<file path="src/rtl/sqbc_pkg.sv">
// Shared sizing for the quarterbit handover block.
// Assumes a frame of 5000 quarterbit positions and an 8-bit sleep step.
package sqbc_pkg;
    localparam int FRAME_LEN = 5000;
    localparam int CNT_W     = $clog2(FRAME_LEN);
    localparam int INC_W     = 8;
    localparam int MODE_W    = 8;
    localparam int MODE_N    = 2;
endpackage

</file>
<file path="src/rtl/sqbc_sleep_fsm.sv">
// Tracks the sleep/awake state and produces single-cycle entry and exit
// strobes from the level of the sleep request.
// Assumes sleep_req is already synchronous to clk.
module sqbc_sleep_fsm (
    input  logic clk,
    input  logic rst_n,
    input  logic sleep_req,
    output logic asleep,
    output logic enter,
    output logic leave
);
    logic asleep_q;

    // Entry and exit are the cycles where request and state disagree.
    assign enter  = sleep_req && !asleep_q;
    assign leave  = !sleep_req && asleep_q;
    assign asleep = asleep_q;

    // State register follows the request one cycle later.
    always_ff @(posedge clk) begin
        if (!rst_n) asleep_q <= 1'b0;
        else        asleep_q <= sleep_req;
    end

    assert_enter_R4: assert property (@(posedge clk) disable iff (!rst_n)
        enter |=> asleep);
    assert_leave_R6: assert property (@(posedge clk) disable iff (!rst_n)
        leave |=> !asleep);
endmodule

</file>
<file path="src/rtl/sqbc_qb_counter.sv">
// Fine quarterbit counter: steps by one per strobe while running, wraps at
// the end of the frame with a one-cycle pulse, and can be loaded.
// Assumes load and run are never both high.
module sqbc_qb_counter #(
    parameter int FRAME_LEN = sqbc_pkg::FRAME_LEN,
    parameter int CNT_W     = sqbc_pkg::CNT_W
) (
    input  logic             clk,
    input  logic             rst_n,
    input  logic             run,
    input  logic             step,
    input  logic             load,
    input  logic [CNT_W-1:0] load_val,
    output logic [CNT_W-1:0] cnt,
    output logic             wrap_irq
);
    localparam logic [CNT_W-1:0] LAST = CNT_W'(FRAME_LEN - 1);

    // Counter and frame pulse update.
    always_ff @(posedge clk) begin
        if (!rst_n) begin
            cnt      <= '0;
            wrap_irq <= 1'b0;
        end else begin
            wrap_irq <= 1'b0;
            if (load) begin
                cnt <= load_val;
            end else if (run && step) begin
                if (cnt == LAST) begin
                    cnt      <= '0;
                    wrap_irq <= 1'b1;
                end else begin
                    cnt <= cnt + 1'b1;
                end
            end
        end
    end

    assert_qb_range_R2: assert property (@(posedge clk) disable iff (!rst_n)
        cnt <= LAST);
    assert_qb_hold_R2: assert property (@(posedge clk) disable iff (!rst_n)
        (!load && !(run && step)) |=> $stable(cnt));
    assert_irq_zero_R3: assert property (@(posedge clk) disable iff (!rst_n)
        wrap_irq |-> (cnt == '0));
endmodule

</file>
<file path="src/rtl/sqbc_sleep_counter.sv">
// Coarse sleep counter: adds a programmable step per slow strobe modulo
// the frame length, and is loaded from the fine counter on sleep entry.
// Assumes the step is smaller than the frame length.
module sqbc_sleep_counter #(
    parameter int FRAME_LEN = sqbc_pkg::FRAME_LEN,
    parameter int CNT_W     = sqbc_pkg::CNT_W,
    parameter int INC_W     = sqbc_pkg::INC_W
) (
    input  logic             clk,
    input  logic             rst_n,
    input  logic             run,
    input  logic             tick,
    input  logic [INC_W-1:0] inc,
    input  logic             load,
    input  logic [CNT_W-1:0] load_val,
    output logic [CNT_W-1:0] cnt
);
    localparam logic [CNT_W:0] LEN_X = (CNT_W+1)'(FRAME_LEN);

    logic [CNT_W:0]   sum;
    logic [CNT_W-1:0] next_pos;

    // Modular add: one subtraction suffices since the step is below the frame length.
    always_comb begin
        sum      = {1'b0, cnt} + (CNT_W+1)'(inc);
        next_pos = (sum >= LEN_X) ? CNT_W'(sum - LEN_X) : CNT_W'(sum);
    end

    // Load on entry, otherwise step on each slow strobe.
    always_ff @(posedge clk) begin
        if (!rst_n)            cnt <= '0;
        else if (load)         cnt <= load_val;
        else if (run && tick)  cnt <= next_pos;
    end

    assert_sq_range_R9: assert property (@(posedge clk) disable iff (!rst_n)
        cnt < CNT_W'(FRAME_LEN));
    assert_sq_hold_R5: assert property (@(posedge clk) disable iff (!rst_n)
        (!load && !(run && tick)) |=> $stable(cnt));
endmodule

</file>
<file path="src/rtl/sqbc_mode_regs.sv">
// Bank of mode registers written by select; cleared on sleep entry and
// locked against writes while asleep.
// Assumes clear is only raised in the entry cycle.
module sqbc_mode_regs #(
    parameter int MODE_W = sqbc_pkg::MODE_W,
    parameter int MODE_N = sqbc_pkg::MODE_N,
    parameter int SEL_W  = (MODE_N > 1) ? $clog2(MODE_N) : 1
) (
    input  logic                    clk,
    input  logic                    rst_n,
    input  logic                    lock,
    input  logic                    clear,
    input  logic                    we,
    input  logic [SEL_W-1:0]        sel,
    input  logic [MODE_W-1:0]       wdata,
    output logic [MODE_N*MODE_W-1:0] regs
);
    for (genvar i = 0; i < MODE_N; i++) begin : g_reg
        logic [MODE_W-1:0] r;
        // One register: clear on entry, write when unlocked and selected.
        always_ff @(posedge clk) begin
            if (!rst_n)                                  r <= '0;
            else if (clear)                              r <= '0;
            else if (we && !lock && sel == SEL_W'(i))    r <= wdata;
        end
        assign regs[i*MODE_W +: MODE_W] = r;

        assert_mode_lock_R8: assert property (@(posedge clk) disable iff (!rst_n)
            (lock && !clear) |=> $stable(r));
    end
endmodule

</file>
<file path="src/rtl/sqbc_handover.sv">
// Top: hands the frame position between the fine quarterbit counter and the
// coarse sleep counter, gates the frame pulse and clears mode registers.
// Assumes a single clock with qb_en and slp_en strobes already synchronous.
module sqbc_handover (
    input  logic       clk,
    input  logic       rst_n,
    input  logic       qb_en,
    input  logic       slp_en,
    input  logic       sleep_req,
    input  logic [7:0] slp_inc,
    input  logic       mode_we,
    input  logic       mode_sel,
    input  logic [7:0] mode_wdata,
    output logic [12:0] qb_count,
    output logic [12:0] sleep_count,
    output logic       asleep,
    output logic       frame_irq,
    output logic [7:0] mode0,
    output logic [7:0] mode1
);
    import sqbc_pkg::*;

    logic enter, leave, asleep_i;
    logic qb_run, sq_run;
    logic [CNT_W-1:0] qb_i, sq_i;
    logic [MODE_N*MODE_W-1:0] mode_bus;

    // Fine counter runs only while awake and not entering; coarse only while asleep and not leaving.
    assign qb_run = !asleep_i && !enter;
    assign sq_run = asleep_i && !leave;

    sqbc_sleep_fsm u_fsm (
        .clk(clk), .rst_n(rst_n), .sleep_req(sleep_req),
        .asleep(asleep_i), .enter(enter), .leave(leave)
    );

    sqbc_qb_counter #(.FRAME_LEN(FRAME_LEN), .CNT_W(CNT_W)) u_qb (
        .clk(clk), .rst_n(rst_n), .run(qb_run), .step(qb_en),
        .load(leave), .load_val(sq_i), .cnt(qb_i), .wrap_irq(frame_irq)
    );

    sqbc_sleep_counter #(.FRAME_LEN(FRAME_LEN), .CNT_W(CNT_W), .INC_W(INC_W)) u_sq (
        .clk(clk), .rst_n(rst_n), .run(sq_run), .tick(slp_en), .inc(slp_inc),
        .load(enter), .load_val(qb_i), .cnt(sq_i)
    );

    sqbc_mode_regs #(.MODE_W(MODE_W), .MODE_N(MODE_N)) u_mode (
        .clk(clk), .rst_n(rst_n), .lock(asleep_i || enter), .clear(enter),
        .we(mode_we), .sel(mode_sel), .wdata(mode_wdata), .regs(mode_bus)
    );

    assign qb_count    = qb_i;
    assign sleep_count = sq_i;
    assign asleep      = asleep_i;
    assign mode0       = mode_bus[0 +: MODE_W];
    assign mode1       = mode_bus[MODE_W +: MODE_W];

    assert_copy_in_R4: assert property (@(posedge clk) disable iff (!rst_n)
        enter |=> (sleep_count == $past(qb_count)) && (qb_count == $past(qb_count)));
    assert_copy_out_R6: assert property (@(posedge clk) disable iff (!rst_n)
        leave |=> (qb_count == $past(sleep_count)));
    assert_no_irq_asleep_R7: assert property (@(posedge clk) disable iff (!rst_n)
        asleep |-> !frame_irq);
    assert_mode_clear_R8: assert property (@(posedge clk) disable iff (!rst_n)
        $rose(asleep) |-> (mode0 == '0) && (mode1 == '0));
    assert_qb_frozen_R5: assert property (@(posedge clk) disable iff (!rst_n)
        (asleep && !leave) |=> $stable(qb_count));
    assert_single_copy_R10: assert property (@(posedge clk) disable iff (!rst_n)
        (asleep && !leave && !slp_en) |=> $stable(sleep_count));
endmodule

</file>
<file path="config.mk">
export PLATFORM = sky130hd
export DESIGN_NAME = sqbc_handover
export DESIGN_NICKNAME = d
export VERILOG_FILES = /design/src/rtl/sqbc_pkg.sv /design/src/rtl/sqbc_sleep_fsm.sv /design/src/rtl/sqbc_qb_counter.sv /design/src/rtl/sqbc_sleep_counter.sv /design/src/rtl/sqbc_mode_regs.sv /design/src/rtl/sqbc_handover.sv
export SDC_FILE = /design/constraint.sdc
export NUM_CORES = 1
export LEC_CHECK = 0
export BUFFER_PORTS_ARGS = -buffer_cell sky130_fd_sc_hd__buf_2
export CAP_MARGIN = 30
export CORE_MARGIN = 3
export CORE_UTILIZATION = 35
export DETAILED_ROUTE_END_ITERATION = 10
export REMOVE_ABC_BUFFERS = 1
export SYNTH_ARGS = -nofsm -noshare
export SYNTH_HDL_FRONTEND = slang
export SYNTH_SLANG_ARGS = --single-unit
</file>
<file path="constraint.sdc">
create_clock -name clk -period 2.75 [get_ports clk]
set_input_delay 0.275 -clock clk [delete_from_list [all_inputs] [get_ports clk]]
set_output_delay 0.275 -clock clk [all_outputs]
set_load 0.01 [all_outputs]
</file>
Word level (Yosys, flattened, before mapping):

Index checks and enable logic that the tools add are counted.

* bits in registers: 44
* latch bits: 0
* RAM bits: 0
* memory bits (read-only): 0
* input bits: 23
* output and inout bits: 44
* word-level logic and storage cells: 40
* memories: 0

* add/subtract/negate cells: 3
* multiply operators: 0
* divide/modulo/power cells: 0
* $lt $le $gt $ge: 1
* equal/unequal tests: 1
* shifts and indexed selects: 0
* multiplexer cells: 7
* bitwise logic cells: 3
* reduce and logical (&&, ||, !) cells: 19

Operators by type and width (count)
* $mux W13: 6
* $add A13 B8 Y14: 1
* $ge A14 B13 Y1 const B: 1
* $add A13 B1 Y13 const B: 1
* $eq A13 B13 Y1 const B: 1
* $sub A13 B13 Y13 const B: 1
* $logic_and A1 B1 Y1: 9
* $logic_not A1 Y1: 5
* $reduce_bool A2 Y1: 2
* $not A1 Y1: 3
* $reduce_or A3 Y1: 1
* $reduce_or A2 Y1: 1
* $logic_or A1 B1 Y1: 1
* $mux W1: 1

Logic depth before layout (Yosys ltp):

Gate-level depths: netlist of the first run.

* depth after elaboration: 7
* mapped depth: 10
* gate-level depth less buffers: 10

Hierarchy:

A second synthesis of the first run with hierarchy kept.

* cell total of the unflattened synthesis: 390
* area, all modules: 3291.9 µm²

Modules (own cells, without submodules)
* sqbc_sleep_counter: times used 1, cells each 216, area an instance 1681.6 µm², sequential area each 260.2 µm²
* sqbc_qb_counter: times used 1, cells each 103, area an instance 843.3 µm², sequential area each 280.3 µm²
* sqbc_mode_regs: times used 1, cells each 64, area an instance 711.9 µm², sequential area each 320.3 µm²
* sqbc_sleep_fsm: times used 1, cells each 4, area an instance 38.8 µm², sequential area each 20.0 µm²
* sqbc_handover: times used 1, cells each 3, area an instance 16.3 µm², sequential area each 0.0 µm²

Worst setup path after synthesis of the first run:

No wires, ideal clock.

* kind: flip-flop to flip-flop
* start point: reg u_sq.cnt[0]
* end point: reg u_sq.cnt[4]
* setup time: 0.062 ns
* arrival: 2.810 ns
* data required time: 2.688 ns
* slack: -0.123 ns
* stages on the path, launching flop included: 11
* path buffers: 1
* clock period less this slack: 2.873 ns
* cell sequence: dfxtp_1 -> ha_1 -> fa_1 -> a21o_1 -> a221oi_4 -> xor2_2 -> a311oi_4 -> a311oi_4 -> buf_6 -> or4_1 -> nand3_1

* cells in the longest elaborated chain, start to end: 5
* elaborated cells on any way between the ends: 6
* classes of those cells: add/sub (2); order compare (1); mux (3)

RTL lines
* from (decl): line sqbc_sleep_counter.sv:16 `output logic [CNT_W-1:0] cnt`
* from (signal assigned): line sqbc_sleep_counter.sv:32 `else if (load) cnt <= load_val;`
* from (signal assigned): line sqbc_sleep_counter.sv:33 `else if (run && tick) cnt <= next_pos;`
* $add A13 B8 Y14 (*): line sqbc_sleep_counter.sv:25 `sum = {1'b0, cnt} + (CNT_W+1)'(inc);`
* $sub A13 B13 Y13 / $ge A14 B13 Y1 (equally long branches): line sqbc_sleep_counter.sv:26 `next_pos = (sum >= LEN_X) ? CNT_W'(sum - LEN_X) : CNT_W'(sum);`
* $mux W13 (*): line sqbc_sleep_counter.sv:26
* $mux W13 (*): line sqbc_sleep_counter.sv:33
* $mux W13 (*): line sqbc_sleep_counter.sv:32

Every way passes the cells marked *; elsewhere a longest branch is shown, timed or not. The select of a mux whose other input is x is not followed.
A chain may end at the register's enable or synchronous reset.

Worst setup path in the final report of the first run:

* start point: reg u_sq.cnt[0]
* end point: reg u_sq.cnt[9]

The elaborated chain is that of the path after synthesis.

==> impl_results.md, run 1 <==
- Outcome: finished with violations
- Violated checks: setup timing
- Synthesis Warnings: 0
- Number of optimization iterations in the first detailed-route pass: 6
- Routed length on met1: 4.24 mm
- Timing-limited maximum frequency: 0.356 GHz
- Critical path data arrival time: 3.04 ns
- Actual slew at the worst max-slew pin: 0.801 ns
- Post-Place Cells: 545
- Number of filler instances in the final layout: 793
- R2R Path End: u_sq.cnt[9]
- Post-route cell area: 3950 sq um
- Worst setup path category: reg2reg
- Pin count of the biggest net entering global routing: 29
- Initial Util: 37.1%
- Highest ir drop seen on vdd: 0.218 mV
- Die area: 9540 sq um
- Layout cells sized above 1: 37.1%
- Internal power component: 1.07 mW
- Setup tns final: -0.118 ns
- Core Rows: 32
- Unrepaired setup endpoints after global routing: yes
- Critical path capture point type: register
- Endpoints failing setup: 6
- Clock group share of total power: 34.7%
- Net total in the final layout: 486
- Overall die width: 97.7 microns
- Area grow syn2layout: 34.2%
- DRC marker count from the first detailed-route iteration: 156
- Cell at the root of the clock tree: sky130_fd_sc_hd__clkbuf_8
- Number of max-slew violations in the final report: 0
- Core area: 7930 sq um
- Vias in the first global route: 3075
- Fraction of synthesized area in multiplexers: 2.72%
- Reg power frac: 44.1%
- Met3 Wirelength: 550 microns
- Total stage count of the critical path: 10
- Final routed wirelength across all metal layers: 9.41 mm
- Final cell count without fillers: 555
- Post-DP HPWL: 7.21 mm
- Sinks on the clock net: 44
- Residual antenna-violating net count after detailed routing: 0
- Skew final: 0.00251 ns
- Startpoint of the worst register-to-register path: u_sq.cnt[0]
- Leakage power summed over all cells: 1.61 nW
- Post-synth design cell area: 2940 sq um
- Residual overflow from global routing: 0
- Xor/xnor cell area share of the yosys netlist: 5.57%
- Register bit count reported by yosys: 44
- Antenna diodes: 0
- Slowest cell on the critical path: sky130_fd_sc_hd__or4b_4
- Proportion of synthesized chip area in sequential cells: 29.9%
- Clk_lat worst skew: 0.30 ns
- Setup WS post-layout: -0.0573 ns
- Final core area utilization: 49.8%
- Sw power: 0.435 mW
- CP Cell Sequence: ha_4, fa_2, a21o_4, a21oi_2, xor2_2, buf_4, a311oi_4, a311oi_4, or4b_4, o211ai_1
- Placed cell area: 3660 sq um
- GRT Total Usage: 19.5%
- Mean Syn Cell Area: 8.41 sq um
- Quantity of hold-fixing buffers added after cts: 0
- Count leader, synth: sky130_fd_sc_hd__dfxtp_1
- Total via count in the routed design: 3191
- Htree depth: 2
- Worst Setup Slack post-DPL: -0.275 ns
- Logic gate share of total power: 21.2%
- Top cells by count, synth: 44 x sky130_fd_sc_hd__dfxtp_1, 35 x sky130_fd_sc_hd__nand2_1, 22 x sky130_fd_sc_hd__nor2_1, 22 x sky130_fd_sc_hd__o21ai_0, 16 x sky130_fd_sc_hd__clkbuf_1
- Slew Limit Headroom: 46.2%
- CTS clk-pin slew, worst paths: 0.09 ns
- Clock period minus worst slack: 2.81 ns
- Areal power density over the cells: 381 nW/um^2
- Critical path's most frequent cell: sky130_fd_sc_hd__a311oi_4
- Worst hold slack: 0.209 ns
- Count of cells along the worst hold path: 3
- Critical Path Max Stage Delay: 0.55 ns
- Vertical die dimension: 97.7 microns
- Sw frac: 28.9%
- Startpoint types: register
- Count of flip-flops with a built-in enable after synthesis: 0
- Fraction of post-synthesis cell area in the top cell type by area: 29.9%
- Last weighted congestion value of the routability-driven placer: 0.832
- Netlist cell types: 67
- Number of standard cells after synthesis: 350
- Combinational family with the most area after synthesis: compound AO/OA/AOI/OAI gates
- Worst path top cell family by delay: compound AO/OA/AOI/OAI gates
- Count of maximum capacitance violations: 0
- Total Power: 1.50 mW
- Worst reg-to-reg path cell count: 10
- Detailed-route wire length per cell: 17.0 microns
- Hold Crit Class: in2reg
- Post-synthesis adder-cell area fraction: 4.93%
- Critical path buffers and inverters: 1
- Quantity of I/O buffers inserted on ports: 66
- DRC Markers: 0
- Per-cell via count in the routed design: 5.75
- Max layer used: met4
- Register-to-register path setup slack: -0.06 ns
- Post-synth top flop: sky130_fd_sc_hd__dfxtp_1
- I/O pin count: 67
- Fraction of the mapped netlist area in compound gates: 28.4%
- Critical path peak fanout: 7
- Clock tree from TritonCTS: built
- Data required time at the worst endpoint: 2.98 ns
- Clock Tree Buf Depth: 2
- Share of flip-flops with an asynchronous set or reset: 0%
- Number of buffers created by CTS: 5
- Cell type with the highest aggregate area in the netlist: sky130_fd_sc_hd__dfxtp_1
- Ranking of synthesized cells by area: sky130_fd_sc_hd__dfxtp_1 30%, sky130_fd_sc_hd__nand2_1 4.5%, sky130_fd_sc_hd__ha_1 4.3%, sky130_fd_sc_hd__o21ai_0 3.7%, sky130_fd_sc_hd__nor2_1 2.8%
- Destination of the worst hold path: u_mode.g_reg[0].r[7]
- First-pass GRT wire length: 15.4 mm
- Simple-gate share of the synthesized area: 24.3%
- Total met2 wirelength after detailed routing: 4.47 mm
- Portion of the clock cycle consumed by the worst path in the final layout: 102%
- Initial antenna violation count: 0
- Final Hold Viols: 0
- Start point of the worst hold path: mode_wdata[7]
worst max-delay path by stage:
stage	from	to	slack (ns)
floorplan	u_sq.cnt[0]	u_sq.cnt[9]	-0.15
global placement	slp_inc[0]	u_sq.cnt[9]	-0.17
detailed placement	slp_inc[0]	u_sq.cnt[9]	-0.27
CTS	u_sq.cnt[0]	u_sq.cnt[3]	-0.04
global route	u_sq.cnt[0]	u_sq.cnt[9]	-0.17
finish	u_sq.cnt[0]	u_sq.cnt[9]	-0.06
sequential cells by signal, indices dropped and copies added (netlist names):
name / count
u_mode.g.r: 16
u_fsm.asleep: 1
u_sq.cnt: 13
u_qb.cnt: 13
u_qb.wrap_irq: 1
cell type report:
| cell class | instances | area, sq um | share of cell area (%) |
|---|---|---|---|
| timing repair buffer | 116 | 709 | 18.0 |
| clock inverter | 3 | 46.3 | 1.17 |
| sequential | 44 | 883 | 22.4 |
| clock buffer | 5 | 68.8 | 1.74 |
| inverter | 5 | 18.8 | 0.475 |
| multi-input combinational | 280 | 2090 | 53.0 |
| tap | 102 | 128 | 3.23 |
cell usage in the layout, fill, tap and decap left out, types with 3 or more instances in the layout:
cell / instances
sky130_fd_sc_hd__o21ai_1: 5
sky130_fd_sc_hd__inv_1: 5
sky130_fd_sc_hd__and2_1: 4
sky130_fd_sc_hd__a22oi_1: 4
sky130_fd_sc_hd__a21oi_1: 13
sky130_fd_sc_hd__nor2b_1: 9
sky130_fd_sc_hd__a21boi_0: 6
sky130_fd_sc_hd__buf_4: 49
sky130_fd_sc_hd__dfxtp_1: 42
sky130_fd_sc_hd__nor3_1: 12
sky130_fd_sc_hd__a22o_1: 9
sky130_fd_sc_hd__xor2_2: 4
sky130_fd_sc_hd__mux2i_1: 8
sky130_fd_sc_hd__or3_1: 3
sky130_fd_sc_hd__nand4_1: 3
sky130_fd_sc_hd__and3_1: 7
sky130_fd_sc_hd__xnor2_2: 3
sky130_fd_sc_hd__a221oi_1: 5
sky130_fd_sc_hd__clkbuf_8: 5
sky130_fd_sc_hd__o211ai_1: 5
sky130_fd_sc_hd__a32oi_1: 4
sky130_fd_sc_hd__buf_2: 66
sky130_fd_sc_hd__ha_1: 7
sky130_fd_sc_hd__nor2_1: 22
sky130_fd_sc_hd__nand2_1: 35
sky130_fd_sc_hd__or2_2: 5
sky130_fd_sc_hd__o21a_1: 3
sky130_fd_sc_hd__xnor2_1: 7
sky130_fd_sc_hd__a222oi_1: 4
sky130_fd_sc_hd__nand3_1: 15
sky130_fd_sc_hd__o21ai_0: 18
sky130_fd_sc_hd__or2_4: 3
worst reg2reg max path, delay by kind of cell (launching register included):
family / cells / cell delay, ns
AOI/OAI and AO/OA: 5 / 1.07
and+or+nand+nor: 1 / 0.55
adders and majority gates: 2 / 0.51
DFF: 1 / 0.34
buffers and inverters: 1 / 0.15
xor gates and xnor gates: 1 / 0.12
layer usage:
metal / GRT usage, % / up-vias
met3: 3.73 / 17
met1: 26.1 / 1533
met4: 5.11 / 0
met2: 32.1 / 119
li1: - / 1522
met5: 0 / -
power by group through the flow:
stage               Clock (mW)  Combinational, mW  Sequential, mW
CTS                      0.536              0.297           0.663
finish                   0.522              0.319           0.663
floorplan                    0              0.141           0.681
detailed placement           0              0.289           0.677
global placement             0              0.286           0.677
global route             0.560              0.348           0.665
logic make-up after synthesis:
kind of cell    Yosys count
compound gates          107
xor+xnor                 17
fa+ha+maj                11
buf+inv                  26
flops                    44
mux                       8
simple gates            137
repair_timing:
action,in CTS,in global routing
gates resized for setup,10,23
setup buffers,0,2
endpoints found under the setup margin,10,10
pin swaps,6,13
Note: power is estimated with default switching activity, not from simulation.
==> run 2: changes to the inputs <==
--- a/config.mk
+++ b/config.mk
@@ -7,10 +7,14 @@
 export LEC_CHECK = 0
 export BUFFER_PORTS_ARGS = -buffer_cell sky130_fd_sc_hd__buf_2
 export CAP_MARGIN = 30
+export CELL_PAD_IN_SITES_DETAIL_PLACEMENT = 0
+export CELL_PAD_IN_SITES_GLOBAL_PLACEMENT = 2
 export CORE_MARGIN = 3
-export CORE_UTILIZATION = 35
+export CORE_UTILIZATION = 30
 export DETAILED_ROUTE_END_ITERATION = 10
+export PLACE_DENSITY_LB_ADDON = 0.1
 export REMOVE_ABC_BUFFERS = 1
 export SYNTH_ARGS = -nofsm -noshare
 export SYNTH_HDL_FRONTEND = slang
+export SYNTH_HIERARCHICAL = 1
 export SYNTH_SLANG_ARGS = --single-unit
==> impl_results.md, run 2 <==
- Worst setup path category: reg2reg
- Clock Tree Buf Depth: 2
- Critical path buffers and inverters: 1
- Largest register by flop count: u_mode/g.r
- Logic gate share of total power: 21.2%
- Overall die width: 111 microns
- Netlist cell types: 74
- Register-to-register path setup slack: 0.11 ns
- GRT Total Usage: 16.3%
- Reg power frac: 44.3%
- Sinks on the clock net: 44
- Commonest non-fill, non-tap cells in the layout: 66 x sky130_fd_sc_hd__buf_2, 56 x sky130_fd_sc_hd__nand2_1, 44 x sky130_fd_sc_hd__dfxtp_1
- Number of standard cells after synthesis: 390
- DRC marker count from the first detailed-route iteration: 204
- Quantity of I/O buffers inserted on ports: 66
- Cell type with the highest aggregate area in the netlist: sky130_fd_sc_hd__dfxtp_1
- Portion of the clock cycle consumed by the worst path in the final layout: 95.9%
- Clock period minus worst slack: 2.64 ns
- Most frequent standard cell in the layout excluding fill and tap cells: sky130_fd_sc_hd__buf_2
- Count leader, synth: sky130_fd_sc_hd__nand2_1
- Post-synth top flop: sky130_fd_sc_hd__dfxtp_1
- Clock tree from TritonCTS: built
- Critical path peak fanout: 3
- Leakage power summed over all cells: 1.69 nW
- Per-cell via count in the routed design: 5.10
- Total Power: 1.53 mW
- Count of flip-flops with a built-in enable after synthesis: 0
- DRC Markers: 0
- Clock group share of total power: 34.5%
- Unrepaired setup endpoints after global routing: yes
- Critical path capture point type: register
- Sw frac: 30.2%
- Final Hold Viols: 0
- Post-synth design cell area: 3290 sq um
- Core Rows: 37
- Core area: 10500 sq um
- Mean Syn Cell Area: 8.44 sq um
- Worst path top cell family by delay: adder cells
- Number of max-slew violations in the final report: 0
- Clk_lat worst skew: 0.30 ns
- Outcome: finished, final reports clean
- Residual antenna-violating net count after detailed routing: 0
- Number of flip-flops under the largest register name: 16
- Area grow syn2layout: 23.9%
- Hold Crit Class: in2reg
- Final core area utilization: 38.8%
- Critical path data arrival time: 2.83 ns
- Sw power: 0.462 mW
- First-pass GRT wire length: 16.7 mm
- Final routed wirelength across all metal layers: 9.93 mm
- Internal power component: 1.07 mW
- Timing-limited maximum frequency: 0.379 GHz
- Data required time at the worst endpoint: 2.94 ns
- Post-CTS setup repair buffer count: 0
- Post-DP HPWL: 7.71 mm
- Pin count of the biggest net entering global routing: 32
- I/O pin count: 67
- Detailed-route wire length per cell: 16.3 microns
- Top cells by count, synth: 56 x sky130_fd_sc_hd__nand2_1, 44 x sky130_fd_sc_hd__dfxtp_1, 26 x sky130_fd_sc_hd__nand3b_1
- Vertical die dimension: 111 microns
- Startpoint types: register
- Critical Path Max Stage Delay: 0.41 ns
- Number of buffers created by CTS: 5
- Last weighted congestion value of the routability-driven placer: 0.810
- CP Cell Sequence: ha_2, fa_2, a21o_1, a21oi_2, xnor2_2, inv_1, ha_1, nand3_2, nand4_1, mux2_1, a211o_1
- Net total in the final layout: 508
- Fraction of post-synthesis cell area in the top cell type by area: 26.8%
- Share of flip-flops with an asynchronous set or reset: 0%
- Synthesis Warnings: 6
- Endpoints failing setup: 0
- Htree depth: 2
- Slowest cell on the critical path: sky130_fd_sc_hd__fa_2
- Antenna diodes: 0
- Skew final: 0.00884 ns
- Number of optimization iterations in the first detailed-route pass: 4
- Residual overflow from global routing: 0
- Vias in the first global route: 3138
- Register bit count reported by yosys: 44
- Proportion of synthesized chip area in sequential cells: 26.8%
- Cell at the root of the clock tree: sky130_fd_sc_hd__clkbuf_8
- Ranking of synthesized cells by area: sky130_fd_sc_hd__dfxtp_1 27%, sky130_fd_sc_hd__nand2_1 6.4%, sky130_fd_sc_hd__nand3b_1 5.9%, sky130_fd_sc_hd__mux2i_1 5.5%, sky130_fd_sc_hd__ha_1 3.8%
- Quantity of hold-fixing buffers added after cts: 0
- Actual slew at the worst max-slew pin: 0.534 ns
- Slew Limit Headroom: 64.4%
- Total via count in the routed design: 3117
- Layout cells sized above 1: 31.6%
- Initial Util: 31.3%
- Count of maximum capacitance violations: 0
- Registers with the most flip-flops: u_mode/g.r (16), u_qb/cnt (13), u_sq/cnt (13)
- CTS clk-pin slew, worst paths: 0.10 ns
- Die area: 12300 sq um
- Highest ir drop seen on vdd: 0.172 mV
- Areal power density over the cells: 375 nW/um^2
- Initial antenna violation count: 0
- Post-route cell area: 4080 sq um
- Placed cell area: 3920 sq um
run 2: changes by cell type in the layout (fill, tap and decap cells not counted), sizes merged, moves of 6 or more:
cell,before,now
nand3b,1,26
nand2,35,56
buf,116,99
mux2i,8,18
nor3,14,4
a22o,9,0
nor2,23,15
o21ai,24,31
a21boi,6,0
a221oi,7,1
or2,8,2
xnor2,10,16
run 2: layout make-up:
class | instances | area (sq um)
clock inverter | 3 | 46.3
clock buffer | 5 | 68.8
inverter | 9 | 33.8
tap | 136 | 170
sequential | 44 | 881
multi-input combinational | 315 | 2300
fill | 1122 | 6430
timing repair buffer | 99 | 578
run 2: cell families (layout without fill, tap and decap cells):
logic type,count (synthesis),in the layout,share of synthesized area (%)
xor+xnor,21,21,6.27
buf+inv,31,116,4.67
compound gates,100,100,23.5
flops,44,44,26.8
mux,19,19,5.82
simple gates,164,164,28.5
fa+ha+maj,11,11,4.41
run 2: what timing repair did:
action / 4_1_cts / 5_1_grt
hold endpoints to repair: 0 / 0
endpoints found under the setup margin: 4 / 8
resized for setup: 2 / 7
pin swaps: 0 / 4
run 2: metal layers:
metal	part of all wire (%)	up-vias	track usage, %
met4	0.79	0	3.28
li1	-	1610	-
met2	43	68	24.4
met5	0	-	0
met1	52	1435	24.4
met3	4.4	4	2.67
run 2: path summary, 6_finish.rpt:
| kind | start | to | cells after the start |
|---|---|---|---|
| hold / removal | sleep_req | u_fsm/asleep | 2 |
| setup reg to reg | u_sq/cnt[0] | u_sq/cnt[9] | 11 |
| hold reg to reg | u_mode/g_reg[1].r[4] | u_mode/g_reg[1].r[4] | 2 |
| setup / recovery | u_sq/cnt[0] | u_sq/cnt[9] | 11 |
run 2: through the flow:
stage | setup TNS (ns) | setup WS [ns] | std cells | hold slack, ns
2_1_floorplan | -0.151 | -0.151 | 368 | 0.390
3_3_place_gp | -0.197 | -0.0542 | 603 | 0.470
3_5_place_dp | -0.361 | -0.0879 | 603 | 0.479
4_1_cts | 0 | 0.0372 | 611 | 0.184
5_1_grt | -0.00623 | -0.00623 | 611 | 0.182
6_report | 0 | 0.114 | 611 | 0.197
run 2: worst reg2reg max path, delay by kind of cell, from the launching register on:
| kind | cells | cell delay [ns] |
|---|---|---|
| muxes | 1 | 0.33 |
| and+or+nand+nor | 2 | 0.19 |
| adders and majority gates | 3 | 0.83 |
| DFF | 1 | 0.32 |
| AOI/OAI and AO/OA | 3 | 0.63 |
| buffers and inverters | 1 | 0.08 |
| xor gates and xnor gates | 1 | 0.15 |
run 2: power by group through the flow:
stage                     Clock [mW]  Sequential (mW)  Combinational, mW
after CTS                      0.547            0.678              0.321
after global routing           0.575            0.681              0.362
after detailed placement           0            0.693              0.318
after floorplan                    0            0.694              0.180
after global placement             0            0.693              0.318
final                          0.528            0.678              0.325
==> run 3: changes to the inputs <==
--- a/config.mk
+++ b/config.mk
@@ -5,6 +5,7 @@
 export SDC_FILE = /design/constraint.sdc
 export NUM_CORES = 1
 export LEC_CHECK = 0
+export ABC_AREA = 1
 export BUFFER_PORTS_ARGS = -buffer_cell sky130_fd_sc_hd__buf_2
 export CAP_MARGIN = 30
 export CELL_PAD_IN_SITES_DETAIL_PLACEMENT = 0
==> constraint.sdc (replaced) <==
create_clock -name clk -period 2.6 [get_ports clk]
set_input_delay 0.26 -clock clk [delete_from_list [all_inputs] [get_ports clk]]
set_output_delay 0.26 -clock clk [all_outputs]
set_load 0.01 [all_outputs]
==> impl_results.md, run 3 <==
- Outcome: finished, final reports clean
- Flip-flop and latch area: 882 sq um
- Hold Crit Class: in2reg
- Critical path's most frequent cell: sky130_fd_sc_hd__nand2_4
- Number of standard cells after synthesis: 562
- Clock tree from TritonCTS: built
- Most frequent standard cell in the layout excluding fill and tap cells: sky130_fd_sc_hd__nand2_1
- Setup tns final: 0 ns
- Die area: 13100 sq um
- DRC marker count from the first detailed-route iteration: 191
- Vertical die dimension: 115 microns
- Area of combinational cells with multiple inputs: 2290 sq um
- Overall die width: 115 microns
- Post-CTS setup repair buffer count: 0
- Highest ir drop seen on vdd: 0.209 mV
- Critical Path Max Stage Delay: 0.38 ns
- Proportion of synthesized chip area in sequential cells: 24.9%
- Registers with the most flip-flops: u_mode/g.r (16), u_qb/cnt (13), u_sq/cnt (13)
- Initial antenna violation count: 0
- Critical path capture point type: register
- CTS clk-pin slew, worst paths: 0.06 ns
- Net total in the final layout: 675
- Core area: 11500 sq um
- Post-synth design cell area: 3540 sq um
- Clock Tree Buf Depth: 2
- Number of buffers created by CTS: 5
- Share of flip-flops with an asynchronous set or reset: 0%
- I/O pin count: 67
- Worst setup path category: reg2reg
- Placed cell area: 4080 sq um
- Post-route cell area: 4310 sq um
- Endpoints failing setup: 0
- Startpoint types: register
- Vias in the first global route: 3399
- Post-synth top flop: sky130_fd_sc_hd__dfxtp_1
- Pin count of the biggest net entering global routing: 18
- Count of maximum capacitance violations: 0
- Number of max-slew violations in the final report: 0
- Number of flip-flops under the largest register name: 16
- Ranking of synthesized cells by area: sky130_fd_sc_hd__dfxtp_1 25%, sky130_fd_sc_hd__nand2_1 18%, sky130_fd_sc_hd__inv_1 8.8%, sky130_fd_sc_hd__nor2_1 7.2%, sky130_fd_sc_hd__nand3_1 5.8%
- Final core area utilization: 37.6%
- CP Cell Sequence: ha_2, fa_2, nand3_2, nand3_4, nand2_4, nand2_2, nand2_1, nand2_2, nand2_4, nand2_4, nor2_4, nand3_4, buf_4, nand3_1, nand2_1, a21oi_1, nor2_1
- DRC Markers: 0
- Synthesis Warnings: 6
- Setup WS post-layout: 0.169 ns
- Netlist cell types: 35
- Critical path peak fanout: 4
- Mean Syn Cell Area: 6.30 sq um
- Cell type with the highest aggregate area in the netlist: sky130_fd_sc_hd__dfxtp_1
- Worst path top cell family by delay: simple AND/OR/NAND/NOR gates
- Number of optimization iterations in the first detailed-route pass: 4
- Largest register by flop count: u_mode/g.r
- Portion of the clock cycle consumed by the worst path in the final layout: 93.5%
- Core Rows: 39
- Area grow syn2layout: 21.8%
- Leakage power summed over all cells: 2.18 nW
- Critical path data arrival time: 2.58 ns
- Timing-limited maximum frequency: 0.411 GHz
- Register bit count reported by yosys: 44
- Worst Setup Slack post-DPL: -0.0331 ns
- First-pass GRT wire length: 17.6 mm
- Top cells by count, synth: 166 x sky130_fd_sc_hd__nand2_1, 83 x sky130_fd_sc_hd__inv_1, 68 x sky130_fd_sc_hd__nor2_1
- Count leader, synth: sky130_fd_sc_hd__nand2_1
- Areal power density over the cells: 378 nW/um^2
- Number of filler instances in the final layout: 1294
- Initial Util: 30.9%
- Fraction of post-synthesis cell area in the top cell type by area: 24.9%
- Worst hold slack: 0.199 ns
- Sinks on the clock net: 44
- Critical path buffers and inverters: 1
- Clk_lat worst skew: 0.28 ns
- Final routed wirelength across all metal layers: 11.0 mm
- Per-cell via count in the routed design: 4.61
- Slowest cell on the critical path: sky130_fd_sc_hd__fa_2
- Data required time at the worst endpoint: 2.75 ns
- GRT Total Usage: 16.7%
- Slew Limit Headroom: 44.1%
- Post-DP HPWL: 8.70 mm
- Final Hold Viols: 0
- Residual antenna-violating net count after detailed routing: 0
- Unrepaired setup endpoints after global routing: no
- Actual slew at the worst max-slew pin: 0.835 ns
- Residual overflow from global routing: 0
- Cell at the root of the clock tree: sky130_fd_sc_hd__clkbuf_16
- Htree depth: 2
- Detailed-route wire length per cell: 14.0 microns
- Skew final: 0.00672 ns
- Count of flip-flops with a built-in enable after synthesis: 0
- Antenna diodes: 0
- Total via count in the routed design: 3618
- Quantity of I/O buffers inserted on ports: 66
- Commonest non-fill, non-tap cells in the layout: 165 x sky130_fd_sc_hd__nand2_1, 83 x sky130_fd_sc_hd__inv_1, 66 x sky130_fd_sc_hd__buf_2
- Last weighted congestion value of the routability-driven placer: 0.793
- Layout cells sized above 1: 28.0%
- Clock period minus worst slack: 2.43 ns
## run 3: cell count changes after synthesis, moves of 11 or more
cell,change
sky130_fd_sc_hd__nand3_1,+27
sky130_fd_sc_hd__nor2_1,+53
sky130_fd_sc_hd__nand2_1,+110
sky130_fd_sc_hd__inv_1,+75
sky130_fd_sc_hd__xnor2_1,-12
sky130_fd_sc_hd__mux2i_1,-18
sky130_fd_sc_hd__nand2_2,+21
sky130_fd_sc_hd__nand3_2,+11
sky130_fd_sc_hd__nand3b_1,-26
sky130_fd_sc_hd__o21ai_0,-12
## run 3: cells by family after synthesis
logic type | synth area share [%]
AOI/OAI and AO/OA | 9.61
buffers and inverters | 12.6
adders and majority gates | 4.10
xor gates and xnor gates | 2.40
DFF | 24.9
and+or+nand+nor | 46.4
## run 3: stage by stage
stage	power, mW	instances
after global routing	1.71	785
after floorplan	0.891	549
after CTS	1.65	784
after detailed placement	0.993	776
final	1.63	785
after global placement	0.992	776
## run 3: tightest hold or removal path: stages
cell                      delay [ns]
sky130_fd_sc_hd__buf_2          0.11
sky130_fd_sc_hd__nand2_1        0.05
sky130_fd_sc_hd__inv_1          0.04
## run 3: layout make-up
| cell class | instances | area share [%] |
|---|---|---|
| Clock buffer | 7 | 3.31 |
| Clock inverter | 1 | 0.174 |
| Inverter | 91 | 7.92 |
| Multi-Input combinational cell | 415 | 53.2 |
| Sequential cell | 44 | 20.5 |
| Tap cell | 143 | 4.15 |
| Timing Repair Buffer | 84 | 10.8 |
## run 3: final timing paths
kind	slack, ns	end	cells after the start	startpoint
worst max-delay path	0.17	u_sq/cnt[10]	17	u_sq/cnt[0]
worst min register to register	0.50	u_qb/cnt[3]	2	u_sq/cnt[3]
worst max register to register	0.17	u_sq/cnt[10]	17	u_sq/cnt[0]
worst min-delay path	0.20	u_fsm/asleep	3	sleep_req
## run 3: what timing repair did
| item | CTS | global route |
|---|---|---|
| pin swaps | 0 | 2 |
| hold buffers | 0 | 0 |
| gates resized for setup | 0 | 17 |
| gates cloned | 0 | 1 |
| endpoints found under the setup margin | 2 | 10 |
## run 3: report_power, final
| group | internal, mW | switching [mW] | total [mW] |
|---|---|---|---|
| Combinational | 0.100 | 0.181 | 0.281 |
| Sequential | 0.690 | 0.0151 | 0.705 |
| Clock | 0.383 | 0.263 | 0.646 |
| Total | 1.17 | 0.459 | 1.63 |
## run 3: per-layer routing
metal | track usage (%) | wire (microns) | share of wire, %
met5 | 0 | 0 | 0
met2 | 27.3 | 4910 | 45
met1 | 23.6 | 5470 | 50
met4 | 2.85 | 62 | 0.57
met3 | 2.54 | 515 | 4.7
